===== config.mk =====
export PLATFORM = sky130hd
export DESIGN_NAME = interval_counter
export DESIGN_NICKNAME = d
export VERILOG_FILES = /design/src/rtl/ictr_pkg.sv /design/src/rtl/ictr_dec.sv /design/src/rtl/ictr_gate_edge.sv /design/src/rtl/interval_counter.sv
export SDC_FILE = /design/constraint.sdc
export NUM_CORES = 1
export LEC_CHECK = 0
export BUFFER_PORTS_ARGS = -buffer_cell sky130_fd_sc_hd__buf_2
export CORE_UTILIZATION = 53
export CTS_CLUSTER_DIAMETER = 30
export DETAILED_ROUTE_END_ITERATION = 8
export PLACE_DENSITY = 0.74
export SETUP_SLACK_MARGIN = 0.02
export SYNTH_ARGS = -nofsm -noshare
export SYNTH_HDL_FRONTEND = slang
export SYNTH_HIERARCHICAL = 1
export SYNTH_SLANG_ARGS = --single-unit

===== constraint.sdc =====
create_clock -name clk_i -period 6.2 [get_ports clk_i]
set_clock_uncertainty 0.15 [all_clocks]
set_input_delay 0.31 -clock clk_i [delete_from_list [all_inputs] [get_ports clk_i]]
set_output_delay 0.31 -clock clk_i [all_outputs]
set_load 0.01 [all_outputs]

===== src/rtl/ictr_pkg.sv =====
package ictr_pkg;
  typedef enum logic [2:0] {
    M_TIMEOUT  = 3'd0,
    M_RETRIG   = 3'd1,
    M_RATE     = 3'd2,
    M_SQUARE   = 3'd3,
    M_SWSTROBE = 3'd4,
    M_HWSTROBE = 3'd5
  } ictr_mode_e;

  // codes 6/7 fold onto rate and square
  function automatic ictr_mode_e norm_mode(input logic [2:0] code);
    logic [2:0] c;
    c = code[2] & code[1] ? {1'b0, code[1:0]} : code;
    return ictr_mode_e'(c);
  endfunction
endpackage


===== src/rtl/ictr_dec.sv =====
module ictr_dec #(
  parameter int CNT_W = 16
) (
  input  logic [CNT_W-1:0] val_i,
  input  logic             bcd_i,
  input  logic [1:0]       amt_i,
  output logic [CNT_W-1:0] res_o
);
  localparam int DIGITS = CNT_W / 4;

  logic [DIGITS:0]   borrow;
  logic [CNT_W-1:0]  bcd_res;
  logic [CNT_W-1:0]  bin_res;

  assign borrow[0] = 1'b0;
  assign bin_res   = val_i - CNT_W'(amt_i);

  for (genvar g = 0; g < DIGITS; g++) begin : g_digit
    logic [1:0] sub;
    logic [4:0] diff;
    assign sub  = (g == 0) ? amt_i : 2'd0;
    assign diff = {1'b0, val_i[4*g +: 4]} - {3'b000, sub} - {4'b0000, borrow[g]};
    assign bcd_res[4*g +: 4] = diff[4] ? (diff[3:0] + 4'd10) : diff[3:0];
    assign borrow[g+1]       = diff[4];
  end

  assign res_o = bcd_i ? bcd_res : bin_res;
endmodule


===== src/rtl/ictr_gate_edge.sv =====
module ictr_gate_edge (
  input  logic clk_i,
  input  logic rst_ni,
  input  logic gate_i,
  input  logic consume_i,
  output logic trig_o
);
  logic gate_q;
  logic pend_q;
  logic rise;

  assign rise   = gate_i & ~gate_q;
  assign trig_o = rise | pend_q;

  always_ff @(posedge clk_i or negedge rst_ni) begin
    if (!rst_ni) begin
      gate_q <= 1'b0;
      pend_q <= 1'b0;
    end else begin
      gate_q <= gate_i;
      pend_q <= trig_o & ~consume_i;
    end
  end

  // an unconsumed rising edge stays pending
  pend_hold_chk: assert property (@(posedge clk_i) disable iff (!rst_ni)
    (gate_i && !gate_q && !consume_i) |=> trig_o);
endmodule


===== src/rtl/interval_counter.sv =====
module interval_counter
  import ictr_pkg::*;
#(
  parameter int CNT_W = 16
) (
  input  logic             clk_i,
  input  logic             rst_ni,
  input  logic             tick_i,
  input  logic             gate_i,
  input  logic             load_i,
  input  logic [CNT_W-1:0] load_val_i,
  input  logic [2:0]       mode_i,
  input  logic             bcd_i,
  output logic             out_o,
  output logic [CNT_W-1:0] count_o,
  output logic             loaded_o
);
  localparam int DIGITS = CNT_W / 4;
  localparam logic [CNT_W-1:0] ONE = CNT_W'(1);

  ictr_mode_e       mode_q, mode_n;
  logic [CNT_W-1:0] cnt_q, cnt_n, reload_q, reload_n, dec_res;
  logic             bcd_q, bcd_n, out_q, out_n, loaded_q, loaded_n, run_q, run_n;
  logic [1:0]       amt;
  logic             trig;
  logic             sq_end;

  ictr_gate_edge u_gate (
    .clk_i     (clk_i),
    .rst_ni    (rst_ni),
    .gate_i    (gate_i),
    .consume_i (tick_i | load_i),
    .trig_o    (trig)
  );

  ictr_dec #(.CNT_W(CNT_W)) u_dec (
    .val_i (cnt_q),
    .bcd_i (bcd_q),
    .amt_i (amt),
    .res_o (dec_res)
  );

  // square wave: odd count trims 1 in high half, 3 in low half
  always_comb begin
    amt = 2'd1;
    if (mode_q == M_SQUARE) amt = cnt_q[0] ? (out_q ? 2'd1 : 2'd3) : 2'd2;
  end
  assign sq_end = (cnt_q != '0) && (cnt_q <= CNT_W'(amt));

  always_comb begin
    cnt_n    = cnt_q;
    reload_n = reload_q;
    mode_n   = mode_q;
    bcd_n    = bcd_q;
    out_n    = out_q;
    loaded_n = loaded_q;
    run_n    = run_q;
    if (load_i) begin
      cnt_n    = load_val_i;
      reload_n = load_val_i;
      mode_n   = norm_mode(mode_i);
      bcd_n    = bcd_i;
      loaded_n = 1'b1;
      run_n    = 1'b0;
      out_n    = (norm_mode(mode_i) != M_TIMEOUT);
    end else if (tick_i) begin
      case (mode_q)
        M_TIMEOUT: if (gate_i) begin
          cnt_n = dec_res;
          if (loaded_q && dec_res == '0) begin
            out_n    = 1'b1;
            loaded_n = 1'b0;
          end
        end
        M_RETRIG: begin
          if (trig) begin
            cnt_n    = reload_q;
            out_n    = 1'b0;
            run_n    = 1'b1;
            loaded_n = 1'b1;
          end else if (run_q) begin
            cnt_n = dec_res;
            if (dec_res == '0) begin
              out_n    = 1'b1;
              run_n    = 1'b0;
              loaded_n = 1'b0;
            end
          end
        end
        M_RATE: begin
          if (!gate_i) out_n = 1'b1;
          else if (cnt_q == ONE) begin
            cnt_n = reload_q;
            out_n = 1'b1;
          end else begin
            cnt_n = dec_res;
            if (dec_res == ONE) out_n = 1'b0;
          end
        end
        M_SQUARE: if (gate_i) begin
          if (sq_end) begin
            cnt_n = reload_q;
            out_n = ~out_q;
          end else cnt_n = dec_res;
        end
        M_SWSTROBE: begin
          if (!out_q) out_n = 1'b1;
          if (gate_i) begin
            cnt_n = dec_res;
            if (loaded_q && dec_res == '0) begin
              out_n    = 1'b0;
              loaded_n = 1'b0;
            end
          end
        end
        M_HWSTROBE: begin
          if (!out_q) out_n = 1'b1;
          if (trig) begin
            cnt_n    = reload_q;
            run_n    = 1'b1;
            loaded_n = 1'b1;
          end else if (run_q) begin
            cnt_n = dec_res;
            if (dec_res == '0) begin
              out_n    = 1'b0;
              run_n    = 1'b0;
              loaded_n = 1'b0;
            end
          end
        end
        default: ;
      endcase
    end
  end

  always_ff @(posedge clk_i or negedge rst_ni) begin
    if (!rst_ni) begin
      cnt_q    <= '0;
      reload_q <= '0;
      mode_q   <= M_TIMEOUT;
      bcd_q    <= 1'b0;
      out_q    <= 1'b1;
      loaded_q <= 1'b0;
      run_q    <= 1'b0;
    end else begin
      cnt_q    <= cnt_n;
      reload_q <= reload_n;
      mode_q   <= mode_n;
      bcd_q    <= bcd_n;
      out_q    <= out_n;
      loaded_q <= loaded_n;
      run_q    <= run_n;
    end
  end

  assign out_o    = out_q;
  assign count_o  = cnt_q;
  assign loaded_o = loaded_q;

  function automatic logic bcd_ok(input logic [CNT_W-1:0] v);
    logic ok;
    ok = 1'b1;
    for (int i = 0; i < DIGITS; i++) if (v[4*i +: 4] > 4'd9) ok = 1'b0;
    return ok;
  endfunction


  timeout_load_low_chk: assert property (@(posedge clk_i) disable iff (!rst_ni)
    (load_i && mode_i == 3'd0) |=> !out_o);

  timeout_rise_expire_chk: assert property (@(posedge clk_i) disable iff (!rst_ni)
    ($rose(out_q) && mode_q == M_TIMEOUT) |-> !loaded_q);

  rate_gate_high_chk: assert property (@(posedge clk_i) disable iff (!rst_ni)
    (tick_i && !load_i && mode_q == M_RATE && !gate_i) |=> out_o);

  strobe_expire_low_chk: assert property (@(posedge clk_i) disable iff (!rst_ni)
    ($fell(loaded_q) && mode_q == M_SWSTROBE) |-> !out_q);

  bcd_digit_chk: assert property (@(posedge clk_i) disable iff (!rst_ni)
    (bcd_q && bcd_ok(cnt_q)) |-> bcd_ok(dec_res));

  idle_hold_chk: assert property (@(posedge clk_i) disable iff (!rst_ni)
    (!tick_i && !load_i) |=> ($stable(cnt_q) && $stable(out_q)));
endmodule


==> results of run 1 <==
## per-stage QoR
stage          power, mW  hold slack, ns  worst slack [ns]  instance area (µm²)  std cells
6_report           0.780        0.000273             0.383                 3510        458
5_1_grt            0.822          0.0579           -0.0976                 3510        458
4_1_cts            0.773          0.0287            0.0280                 3440        454
3_5_place_dp       0.595           0.340            -0.114                 3350        446
3_3_place_gp       0.587           0.333             0.138                 3350        446
2_1_floorplan      0.512          -0.136             0.194                 3100        347
## power breakdown
part           total [mW]  leakage (nW)  internal [mW]  switching [mW]
Sequential          0.354         0.471          0.298          0.0562
Clock               0.177        0.0439         0.0778          0.0996
Combinational       0.249         0.986          0.107           0.142
Total               0.780          1.50          0.482           0.298
## per-layer routing
layer	wire length [µm]	track usage [%]
met1	3600	36.6
met2	4020	46.7
met3	630	4.19
met4	204	11.3
met5	0	0
## timing repair
item,in CTS,in global routing
hold buffers,0,0
endpoints found under the setup margin,1,3
hold endpoints to repair,0,0
gates resized for setup,1,11
setup buffers,0,4
pin swaps,0,4
## state kept, by name, indices dropped and copies added, names as in the netlist
register	count
out_o	1
bcd_q	1
u_gate/gate_q	1
run_q	1
mode_q	3
reload_q	16
loaded_o	1
u_gate/pend_q	1
count_o	16
## worst min path at each step
| stage | from | endpoint | slack, ns | cells past startpoint |
|---|---|---|---|---|
| global route | mode_i[1] | mode_q[2]$_DFFE_PN0P_ | 0.06 | 2 |
| finish | rst_ni | reload_q[4]$_DFFE_PN0P_ | 0.0003 | 1 |
| global placement | reload_q[14]$_DFFE_PN0P_ | reload_q[14]$_DFFE_PN0P_ | 0.33 | 1 |
| floorplan | rst_ni | bcd_q$_DFFE_PN0P_ | -0.14 | 0 |
| detailed placement | reload_q[1]$_DFFE_PN0P_ | reload_q[1]$_DFFE_PN0P_ | 0.34 | 1 |
| CTS | rst_ni | reload_q[0]$_DFFE_PN0P_ | 0.03 | 1 |
## placed cells by master, fill, tap and decap left out, types with 3 or more instances in the layout
cell type	count
clkbuf_8	5
o22ai_1	16
ha_1	9
nor2_1	18
inv_1	23
xnor2_1	9
nand2b_1	6
nor4_1	4
nand4_1	4
mux2i_1	5
dfrtp_1	39
o211ai_1	3
buf_2	42
nor3_1	6
a31oi_1	19
a21o_1	3
nand3_1	24
nor2b_1	5
a21oi_1	9
nand2_1	19
mux2_2	18
a211oi_1	3
buf_4	8
ha_2	4
o21ai_0	22
xor2_1	4
## kinds of logic after synthesis
family	count (synthesis)	share of synthesized area (%)
AO/OA/AOI/OAI	99	21.0
flip-flops	41	33.1
multiplexers	24	8.51
AND/OR/NAND/NOR	114	22.2
buffers and inverters	42	5.60
XOR/XNOR	13	3.67
adder cells (fa/ha/maj)	14	5.89
## area by class of cell
cell class	count	area (µm²)	area share, %
sequential	41	1030	29.3
clock inverter	3	17.5	0.499
timing repair buffer	50	270	7.70
inverter	23	86.3	2.46
clock buffer	5	68.8	1.96
tap	72	90.1	2.57
multi-input combinational	264	1950	55.5
## worst register-to-register path, cell delays in order, from the launching register on
cell      delay [ns]
dfrtp_2         0.47
nor2b_2         0.16
nand2_1         0.09
a21o_1          0.18
inv_1           0.05
inv_1           0.06
fa_1            0.46
nor3_2          0.23
ha_1            0.19
ha_2            0.23
nor3b_4         0.24
ha_2            0.22
ha_2            0.21
nor3b_4         0.24
ha_2            0.24
nand2b_1        0.11
xnor2_1         0.15
ha_1            0.30
nor2_1          0.09
nor3_1          0.05
a21oi_1         0.13
mux2i_1         0.13
nor4_2          0.33
nand4_1         0.28
buf_4           0.24
o32ai_1         0.35
a31oi_1         0.13
==> impl_summary.log, run 1 <==
INFO  metric outcome = completed
INFO  metric gr-usage-all-layers = 28.1%
INFO  metric worst_r2r_path_depth = 26
INFO  metric cpPeakStageDelay = 0.47 ns
INFO  metric timing_worst_setup_path_type = register to register
INFO  metric power_per_cell_area = 222 nW/µm²
INFO  metric slew_headroom = 28.5%
INFO  metric cts_made_buffers = 5
INFO  metric timing.critical_path.slowest_stage_cell = dfrtp_2
INFO  metric setup_violations = 0
INFO  metric capturing_instance_or_port_of_the_critical_path = loaded_o$_DFFE_PN0P_
INFO  metric ys_top_cells_by_count = dfrtp_1, nand3_1, inv_1, o21ai_0
INFO  metric max_cap_violations = 0
INFO  metric max_freq = 172 MHz
INFO  metric post_drt_antenna_nets = 0
INFO  metric critical_path.n_buffers_inverters = 3
INFO  metric first_global_vias = 2742
INFO  metric detailroute.via_count = 2995
INFO  metric r2r_setup_slack = 0.38 ns
INFO  metric antenna_found_initial = 0
INFO  metric clock_tree_root_driver_cell = clkbuf_8
INFO  metric synth-async-reset-ratio = 100%
INFO  metric start_util = 55.7%
INFO  metric port-buffer-count = 42
INFO  metric syn-instance-count = 347
INFO  metric firstDrtPassIters = 5
INFO  metric grt.overflow.total = 0
INFO  metric cp-start-kind = register
INFO  metric critical_path.top_delay_family = adder cells
INFO  metric crit_required = 6.23 ns
INFO  metric cp.depth = 26
INFO  metric grt_pass1_wl = 13400 µm
INFO  metric library_cell_appearing_most_often_on_the_critical_path = ha_2
INFO  metric synthMostInstantiatedCell = dfrtp_1
INFO  metric critical_path_peak_fanout = 9
INFO  metric chipHeight = 78.5 µm
INFO  metric mappedNetlistArea = 3100 µm²
INFO  metric layout.nets = 424
INFO  metric route.final.wire_length = 8450 µm
INFO  metric tritoncts = done
INFO  metric worst_r2r_endpoint = loaded_o$_DFFE_PN0P_
INFO  metric synthDistinctLibCells = 68
INFO  metric synth_edf_count = 0
INFO  metric synthTopCellsByArea = dfrtp_1, mux2_2, ha_1
INFO  metric syn2layout_area_growth = 13.1%
INFO  metric timing.final.crit_share = 93.8%
INFO  metric fraction_of_final_layout_cells_sized_beyond_drive_strength_1 = 26.7%
INFO  metric vias_per_cell = 6.54
INFO  metric grt_max_degree = 42
INFO  metric yosysWarnings = 6
INFO  metric place_congestion = 0.881
INFO  metric remaining_drc_errors = 0
INFO  metric rr_startpoint = mode_q[2]$_DFFE_PN0P_
INFO  metric power.static_leakage = 1.50 nW
INFO  metric syn-num-nets = 386
INFO  metric coreArea = 5570 µm²
INFO  metric routed_wire_length_per_instance = 18.4 µm
INFO  metric clock_network_latency_to_the_later_pin_of_the_worst_skew_pair = 0.30 ns
INFO  metric utilization = 63.0%
INFO  metric timing.critical_path.from = mode_q[2]$_DFFE_PN0P_
INFO  metric final_max_slew_viol_count = 0
INFO  metric antenna_cells = 0
INFO  metric critical_path_arrival = 5.84 ns
INFO  metric synth-seq-area-share = 33.1%
INFO  metric placement_rows = 27
INFO  metric synth.top_cell.area_share = 32.3%
INFO  metric die_width = 78.5 µm
INFO  metric worst_hold_check_path_type = input port to asynchronous set/reset pin
INFO  metric worst-slew-pin-transition = 1.07 ns
INFO  metric die_area = 6160 µm²
INFO  metric avgSynthCellArea = 8.94 µm²
INFO  metric drt-initial-drc-count = 187
INFO  metric floorplan.io_pins = 43
INFO  metric nFillCells = 504
INFO  metric ir_worst_vdd = 0.000176 V
INFO  metric dp_hpwl = 5700 µm
INFO  metric synth.largest_area_cell = dfrtp_1
INFO  metric hold_violations_final = 0
INFO  metric finalCriticalPeriod = 5.82 ns
INFO  metric fin_setup_tns = 0 ns
INFO  metric yosys_register_bits = 41
INFO  metric numClockSinks = 41
INFO  metric clock_path_buffers = 2
INFO  metric h-tree-depth = 2
INFO  metric cts_clk_pin_slew_worst_paths = 0.08 ns
INFO  metric synth-main-ff-cell = dfrtp_1
INFO  metric worst_setup_path_end_kind = register
No activity file was read; power rests on OpenSTA's default activity.
==> run 2: changes to the inputs <==
--- a/config.mk
+++ b/config.mk
@@ -6,11 +6,12 @@
 export NUM_CORES = 1
 export LEC_CHECK = 0
 export BUFFER_PORTS_ARGS = -buffer_cell sky130_fd_sc_hd__buf_2
-export CORE_UTILIZATION = 53
+export CORE_UTILIZATION = 55
 export CTS_CLUSTER_DIAMETER = 30
 export DETAILED_ROUTE_END_ITERATION = 8
 export PLACE_DENSITY = 0.74
 export SETUP_SLACK_MARGIN = 0.02
+export SLEW_MARGIN = 10
 export SYNTH_ARGS = -nofsm -noshare
 export SYNTH_HDL_FRONTEND = slang
 export SYNTH_HIERARCHICAL = 1
==> constraint.sdc (replaced) <==
create_clock -name clk_i -period 7.15 [get_ports clk_i]
set_clock_uncertainty 0.15 [all_clocks]
set_input_delay 0.3575 -clock clk_i [delete_from_list [all_inputs] [get_ports clk_i]]
set_output_delay 0.3575 -clock clk_i [all_outputs]
set_load 0.01 [all_outputs]
==> run 2 against run 1 <==
  * Sequential cell count stayed put
  * Sequential power decreased by 13%
  * Wire length shrank 4.8%
  * Critical path depth unchanged
  * Global-route usage grew 1.5 points
  * Core utilization grew 2.8 points
  * Cell area shrank 1.2%
  * Register-to-register slack better by 0.22 ns
  * First-iteration DRC count rose by 5.3%
  * Non-clock buffer count down 8
  * Critical path type unchanged
  * Critical endpoint is now out_o$_DFFE_PN1P_
==> impl_summary.log, run 2 (synthesis results as in run 1) <==
INFO  metric place_ws = 0.259 ns (+0.374 ns)
INFO  metric h-tree-depth = 2 (unchanged)
INFO  metric layout.nets = 416 (-1.9%)
INFO  metric clock_tree_root_driver_cell = clkbuf_8
INFO  metric hold_violations_final = 0 (unchanged)
INFO  metric grt_use_met2 = 46.2% (-0.53 points)
INFO  metric placed_area = 3310 µm² (-0.97%)
INFO  metric fin_setup_tns = 0 ns (unchanged)
INFO  metric layout.cell_area.non_filler = 3470 µm² (-1.2%)
INFO  metric sequential_power_share = 41.6% (-3.7 points)
INFO  metric numClockSinks = 41 (unchanged)
INFO  metric max_cap_violations = 0 (unchanged)
INFO  metric grt_pass1_wl = 13800 µm (+3.3%)
INFO  metric first_global_vias = 2827 (+3.1%)
INFO  metric drt-initial-drc-count = 197 (+5.3%)
INFO  metric remaining_drc_errors = 0 (unchanged)
INFO  metric critical_path_peak_fanout = 12 (+3)
INFO  metric max_freq = 153 MHz (-11%)
INFO  metric nFillCells = 443 (-12%)
INFO  metric clock_network_latency_to_the_later_pin_of_the_worst_skew_pair = 0.31 ns (about the same)
INFO  metric detailroute.via_count = 2902 (-3.1%)
INFO  metric grt_max_degree = 42 (unchanged)
INFO  metric tritoncts = done
INFO  metric groute.layer.met1.usage = 39.7% (+3.1 points)
INFO  metric grt.overflow.total = 0 (unchanged)
INFO  metric worst_hold_check_path_type = input port to asynchronous set/reset pin
INFO  metric critical_path_arrival = 6.63 ns (+0.79 ns)
INFO  metric slew_headroom = 29.9% (+1.4 points)
INFO  metric ctsResizeCount = 0 (-1)
INFO  metric start_util = 58.9% (+3.2 points)
INFO  metric fin_hold_ws = 0.0268 ns (+0.0265 ns)
INFO  metric setup_repair_after_global_routing_missed_its_margin = false
INFO  metric timing.final.crit_share = 91.6% (-2.3 points)
INFO  metric finalCriticalPeriod = 6.55 ns (+0.729 ns)
INFO  metric placement_rows = 26 (-3.7%)
INFO  metric die_width = 77.1 µm (-1.8%)
INFO  metric final_max_slew_viol_count = 0 (unchanged)
INFO  metric floorplan.io_pins = 43 (unchanged)
INFO  metric syn2layout_area_growth = 11.8%
INFO  metric chipHeight = 77.1 µm (-1.8%)
INFO  metric antenna_cells = 0 (unchanged)
INFO  metric coreArea = 5270 µm² (-5.5%)
INFO  metric cts_made_buffers = 5 (unchanged)
INFO  metric setup_violations = 0 (unchanged)
INFO  metric power.share.combinational = 27.7% (-4.2 points)
INFO  metric post-cts-setup-buffers = 0 (unchanged)
INFO  metric place_congestion = 0.912 (+3.5%)
INFO  metric mostFrequentLayoutCell = buf_2
INFO  metric clock_path_buffers = 2 (unchanged)
INFO  metric timing_worst_setup_path_type = register to register
INFO  metric dp_hpwl = 5600 µm (-1.8%)
INFO  metric outcome = completed
INFO  metric ir_worst_vdd = 0.000150 V (-15%)
INFO  metric gr-max-usage-layer = met2
INFO  metric cp-start-kind = register
INFO  metric die_area = 5950 µm² (-3.5%)
INFO  metric layout_common_cells = buf_2, dfrtp_1, nand3_1
INFO  metric power.static_leakage = 1.48 nW (-1.1%)
INFO  metric route.final.wire_length = 8050 µm (-4.8%)
INFO  metric setup_slack = 0.603 ns (+0.221 ns)
INFO  metric power_report.internal_total = 486 µW (+0.80%)
INFO  metric switching_share = 34.4% (-3.8 points)
INFO  metric routed_wire_length_per_instance = 18.0 µm (-2.6%)
INFO  metric worst_setup_path_end_kind = register
INFO  metric clock_power_share = 30.8% (+8.1 points)
INFO  metric power_per_cell_area = 214 nW/µm² (-3.9%)
INFO  metric vias_per_cell = 6.48 (-0.94%)
INFO  metric use_met3 = 4.64% (+0.46 points)
INFO  metric antenna_found_initial = 0 (unchanged)
INFO  metric firstDrtPassIters = 4 (-1)
INFO  metric switching_power = 255 µW (-15%)
INFO  metric gr-usage-all-layers = 29.6% (+1.5 points)
INFO  metric crit_required = 7.23 ns (+1.00 ns)
INFO  metric cts.hold.buffers_added = 0 (unchanged)
INFO  metric cts_clk_pin_slew_worst_paths = 0.08 ns (about the same)
INFO  metric fraction_of_final_layout_cells_sized_beyond_drive_strength_1 = 23.5% (-3.1 points)
INFO  metric post_drt_antenna_nets = 0 (unchanged)
INFO  metric worst-slew-pin-transition = 1.05 ns (-0.0215 ns)
INFO  metric port-buffer-count = 42 (unchanged)
## run 2: cell count changes in the layout (fill, tap and decap cells not counted), moves of 2 or more
cell and change:
buf_4 -8, ha_1 +4, ha_2 -4, bufinv_16 +2
nor3b_4 -2
## run 2: per-layer routing
metal | wire length, µm | up-vias
met4 | 268 | 0
met2 | 3620 | 120
li1 | - | 1361
met1 | 3640 | 1396
met5 | 0 | -
met3 | 519 | 25
## run 2: cell type report
class,instances,area (µm²),area share [%]
Clock inverter,3,65.1,1.88
Tap cell,70,87.6,2.53
Sequential cell,41,1030,29.7
Clock buffer,5,68.8,1.98
Timing Repair Buffer,42,210,6.06
Multi-Input combinational cell,264,1920,55.4
Inverter,23,86.3,2.49
## run 2: critical path, cell delays in order (launching register included)
cell and delay [ns]:
dfrtp_2 0.50, nor2b_1 0.26, nand2_1 0.09, a21o_1 0.19, inv_1 0.05, inv_1 0.06, fa_1 0.48, nor3_4 0.38
ha_1 0.23, ha_1 0.25, nor3b_1 0.36, ha_1 0.24, ha_1 0.24, nor3b_2 0.32, ha_1 0.28, nand2b_1 0.12
xnor2_1 0.14, ha_1 0.30, nor2_1 0.10, nor3_1 0.05, a21oi_1 0.13, mux2i_1 0.13, nor4_2 0.40, nand4_1 0.29
o211ai_1 0.25, o221ai_1 0.14, mux2_1 0.34
## run 2: stage by stage
step                cells  power, mW  util [%]
finish                448      0.741      65.8
global placement      440      0.504      62.9
floorplan             347      0.444         -
global route          448      0.784      65.8
detailed placement    440      0.511      62.9
CTS                   448      0.740      65.4
## run 2: power by group through the flow
stage | Sequential, mW | Combinational (mW) | Clock (mW)
after CTS | 0.306 | 0.202 | 0.232
after global placement | 0.309 | 0.195 | 0
after floorplan | 0.295 | 0.148 | 0
after global routing | 0.314 | 0.229 | 0.241
final | 0.308 | 0.205 | 0.228
after detailed placement | 0.310 | 0.201 | 0
## run 2: final timing paths
kind / from / endpoint / slack [ns] / cells after the start
worst min-delay path: rst_ni / reload_q[4]$_DFFE_PN0P_ / 0.03 / 1
worst max-delay path: mode_q[1]$_DFFE_PN0P_ / out_o$_DFFE_PN1P_ / 0.60 / 26
worst max register to register: mode_q[1]$_DFFE_PN0P_ / out_o$_DFFE_PN1P_ / 0.60 / 26
max in group asynchronous: rst_ni / mode_q[1]$_DFFE_PN0P_ / 6.18 / 1
min in group clk_i: mode_i[1] / mode_q[2]$_DFFE_PN0P_ / 0.12 / 2
worst min register to register: reload_q[1]$_DFFE_PN0P_ / reload_q[1]$_DFFE_PN0P_ / 0.35 / 1
==> run 3: changes to the inputs <==
--- a/config.mk
+++ b/config.mk
@@ -6,9 +6,11 @@
 export NUM_CORES = 1
 export LEC_CHECK = 0
 export BUFFER_PORTS_ARGS = -buffer_cell sky130_fd_sc_hd__buf_2
+export CORE_MARGIN = 1.5
 export CORE_UTILIZATION = 55
 export CTS_CLUSTER_DIAMETER = 30
 export DETAILED_ROUTE_END_ITERATION = 8
+export MAX_ROUTING_LAYER = met4
 export PLACE_DENSITY = 0.74
 export SETUP_SLACK_MARGIN = 0.02
 export SLEW_MARGIN = 10
==> run 3 against run 2 <==
  * Maximum frequency down 0.96%
  * Sequential power about the same
  * First-iteration DRC count increased by 55%
  * Count of clock-buffer cells in the layout grew 1
  * Sequential share of layout area increased by 0.20 points
  * Cell area decreased by 0.79%
  * Sequential cell count unchanged
  * Non-clock buffer count up 1
  * Highest routed layer unchanged
==> impl_summary.log, run 3 (synthesis results as in run 1) <==
INFO  metric timing_worst_setup_path_type = register to register
INFO  metric post_drt_antenna_nets = 0 (unchanged)
INFO  metric ir_worst_vdd = 0.0000986 V (-34%)
INFO  metric final_max_slew_viol_count = 0 (unchanged)
INFO  metric route.final.wire_length = 8290 µm (+3.0%)
INFO  metric totalPowerFinal = 709 µW (-4.3%)
INFO  metric worst_hold_check_path_type = input port to asynchronous set/reset pin
INFO  metric power.static_leakage = 1.48 nW (-0.49%)
INFO  metric place_ws = 0.587 ns (+0.327 ns)
INFO  metric finalCriticalPeriod = 6.61 ns (+0.0633 ns)
INFO  metric clock_network_latency_to_the_later_pin_of_the_worst_skew_pair = 0.29 ns (-0.02 ns)
INFO  metric syn2layout_area_growth = 10.9%
INFO  metric place.detailed.instances = 443 (+0.68%)
INFO  metric vias_per_cell = 6.46 (-0.22%)
INFO  metric cts_made_buffers = 5 (unchanged)
INFO  metric port-buffer-count = 42 (unchanged)
INFO  metric die_area = 6100 µm² (+2.6%)
INFO  metric sequential_power_share = 43.5% (+1.9 points)
INFO  metric power_report.internal_total = 453 µW (-6.8%)
INFO  metric place_congestion = 0.934 (+2.4%)
INFO  metric drt-initial-drc-count = 306 (+55%)
INFO  metric layout_common_cells = buf_2, dfrtp_1, nand3_1
INFO  metric antenna_cells = 0 (unchanged)
INFO  metric chipHeight = 78.1 µm (+1.3%)
INFO  metric worst_setup_path_end_kind = register
INFO  metric max_freq = 151 MHz (-0.96%)
INFO  metric critical_path_peak_fanout = 12 (unchanged)
INFO  metric crit_required = 7.22 ns (about the same)
INFO  metric firstDrtPassIters = 5 (+1)
INFO  metric max_cap_violations = 0 (unchanged)
INFO  metric die_width = 78.1 µm (+1.3%)
INFO  metric setup_violations = 0 (unchanged)
INFO  metric fraction_of_final_layout_cells_sized_beyond_drive_strength_1 = 22.4% (-1.1 points)
INFO  metric setup_slack = 0.540 ns (-0.0633 ns)
INFO  metric floorplan.io_pins = 43 (unchanged)
INFO  metric start_util = 56.7% (-2.2 points)
INFO  metric cts.hold.buffers_added = 0 (unchanged)
INFO  metric clock_tree_root_driver_cell = clkbuf_8
INFO  metric placement_rows = 27 (+3.8%)
INFO  metric fin_setup_tns = 0 ns (unchanged)
INFO  metric antenna_found_initial = 0 (unchanged)
INFO  metric outcome = completed
INFO  metric timing.final.crit_share = 92.4% (+0.88 points)
INFO  metric clock_power_share = 27.4% (-3.4 points)
INFO  metric grt_pass1_wl = 13600 µm (-1.8%)
INFO  metric rr_startpoint = mode_q[1]$_DFFE_PN0P_
INFO  metric tritoncts = done
INFO  metric h-tree-depth = 2 (unchanged)
INFO  metric timing.critical_path.from = mode_q[1]$_DFFE_PN0P_
INFO  metric slew_headroom = 27.1% (-2.8 points)
INFO  metric worst-slew-pin-transition = 1.09 ns (+0.0419 ns)
INFO  metric cp-start-kind = register
INFO  metric power_per_cell_area = 206 nW/µm² (-3.5%)
INFO  metric post-cts-setup-buffers = 0 (unchanged)
INFO  metric power.share.combinational = 29.2% (+1.5 points)
INFO  metric hold_violations_final = 0 (unchanged)
INFO  metric stdcell_count = 451 (+0.67%)
INFO  metric mostFrequentLayoutCell = buf_2
INFO  metric switching_power = 256 µW (+0.59%)
INFO  metric dp_hpwl = 5750 µm (+2.7%)
INFO  metric setup_repair_after_global_routing_missed_its_margin = false
INFO  metric coreArea = 5470 µm² (+3.8%)
INFO  metric grt_max_degree = 42 (unchanged)
INFO  metric remaining_drc_errors = 0 (unchanged)
INFO  metric layout.cell_area.non_filler = 3440 µm² (-0.79%)
INFO  metric fin_hold_ws = 0.0422 ns (+0.0154 ns)
INFO  metric grt.overflow.total = 0 (unchanged)
INFO  metric nFillCells = 514 (+16%)
INFO  metric cts_clk_pin_slew_worst_paths = 0.09 ns (about the same)
INFO  metric first_global_vias = 2749 (-2.8%)
INFO  metric numClockSinks = 41 (unchanged)
INFO  metric detailroute.via_count = 2915 (+0.45%)
INFO  metric switching_share = 36.1% (+1.8 points)
INFO  metric clock_path_buffers = 2 (unchanged)
INFO  metric layout.nets = 417 (+0.24%)
INFO  metric placed_area = 3320 µm² (+0.30%)
INFO  metric critical_path_arrival = 6.68 ns (+0.05 ns)
INFO  metric routed_wire_length_per_instance = 18.4 µm (+2.3%)
INFO  metric gr-usage-all-layers = 28.8% (-0.85 points)
INFO  metric utilization = 62.9% (-2.9 points)
run 3: cell types whose count changed in the layout (fill, tap and decap cells not counted), sizes merged:
cell,before,now
buf,42,43
bufinv,2,1
clkbuf,5,6
run 3: cell type report:
cell class	count	area, µm²	share of cell area [%]
Timing Repair Buffer	43	218	6.33
Sequential cell	41	1030	29.9
Multi-Input combinational cell	264	1910	55.5
Tap cell	72	90.1	2.62
Clock inverter	2	38.8	1.13
Inverter	23	86.3	2.51
Clock buffer	6	72.6	2.11
run 3: worst paths after layout:
check / end / slack, ns / cells after the start
worst max register to register: out_o$_DFFE_PN1P_ / 0.54 / 26
worst max-delay path: out_o$_DFFE_PN1P_ / 0.54 / 26
max in group asynchronous: reload_q[11]$_DFFE_PN0P_ / 6.22 / 1
worst min-delay path: reload_q[15]$_DFFE_PN0P_ / 0.04 / 1
worst min register to register: reload_q[3]$_DFFE_PN0P_ / 0.36 / 1
min in group clk_i: mode_q[2]$_DFFE_PN0P_ / 0.13 / 2
run 3: metal layers:
layer  vias to the layer above  global-route usage (%)  share of wire (%)
met5                         -                       -                  0
met4                         0                    10.7                2.0
met3                        14                    4.07                6.4
met2                       136                    44.0                 47
met1                      1401                    39.1                 45
li1                       1364                       -                  -
run 3: critical path, cell delays in order, from the launching register on:
cell      delay (ns)
dfrtp_1         0.57
nor2b_1         0.26
nand2_1         0.09
a21o_1          0.18
inv_1           0.05
inv_1           0.06
fa_1            0.47
nor3_4          0.36
ha_1            0.24
ha_1            0.25
nor3b_1         0.33
ha_1            0.23
ha_1            0.22
nor3b_1         0.38
ha_1            0.29
nand2b_1        0.12
xnor2_1         0.15
ha_1            0.30
nor2_1          0.08
nor3_1          0.05
a21oi_1         0.13
mux2i_1         0.11
nor4_1          0.39
nand4_1         0.30
o211ai_1        0.28
o221ai_1        0.16
mux2_1          0.35
run 3: power groups by stage:
stage | sequential [mW] | combinational, mW | clock (mW)
5_1_grt | 0.313 | 0.228 | 0.203
6_report | 0.308 | 0.207 | 0.194
3_5_place_dp | 0.311 | 0.202 | 0
3_3_place_gp | 0.310 | 0.196 | 0
4_1_cts | 0.306 | 0.203 | 0.195
2_1_floorplan | 0.295 | 0.148 | 0
run 3: timing repair:
item | CTS | global route
endpoints found under the hold margin | 0 | 0
gates resized for setup | 0 | 1
setup endpoints to repair | 0 | 1
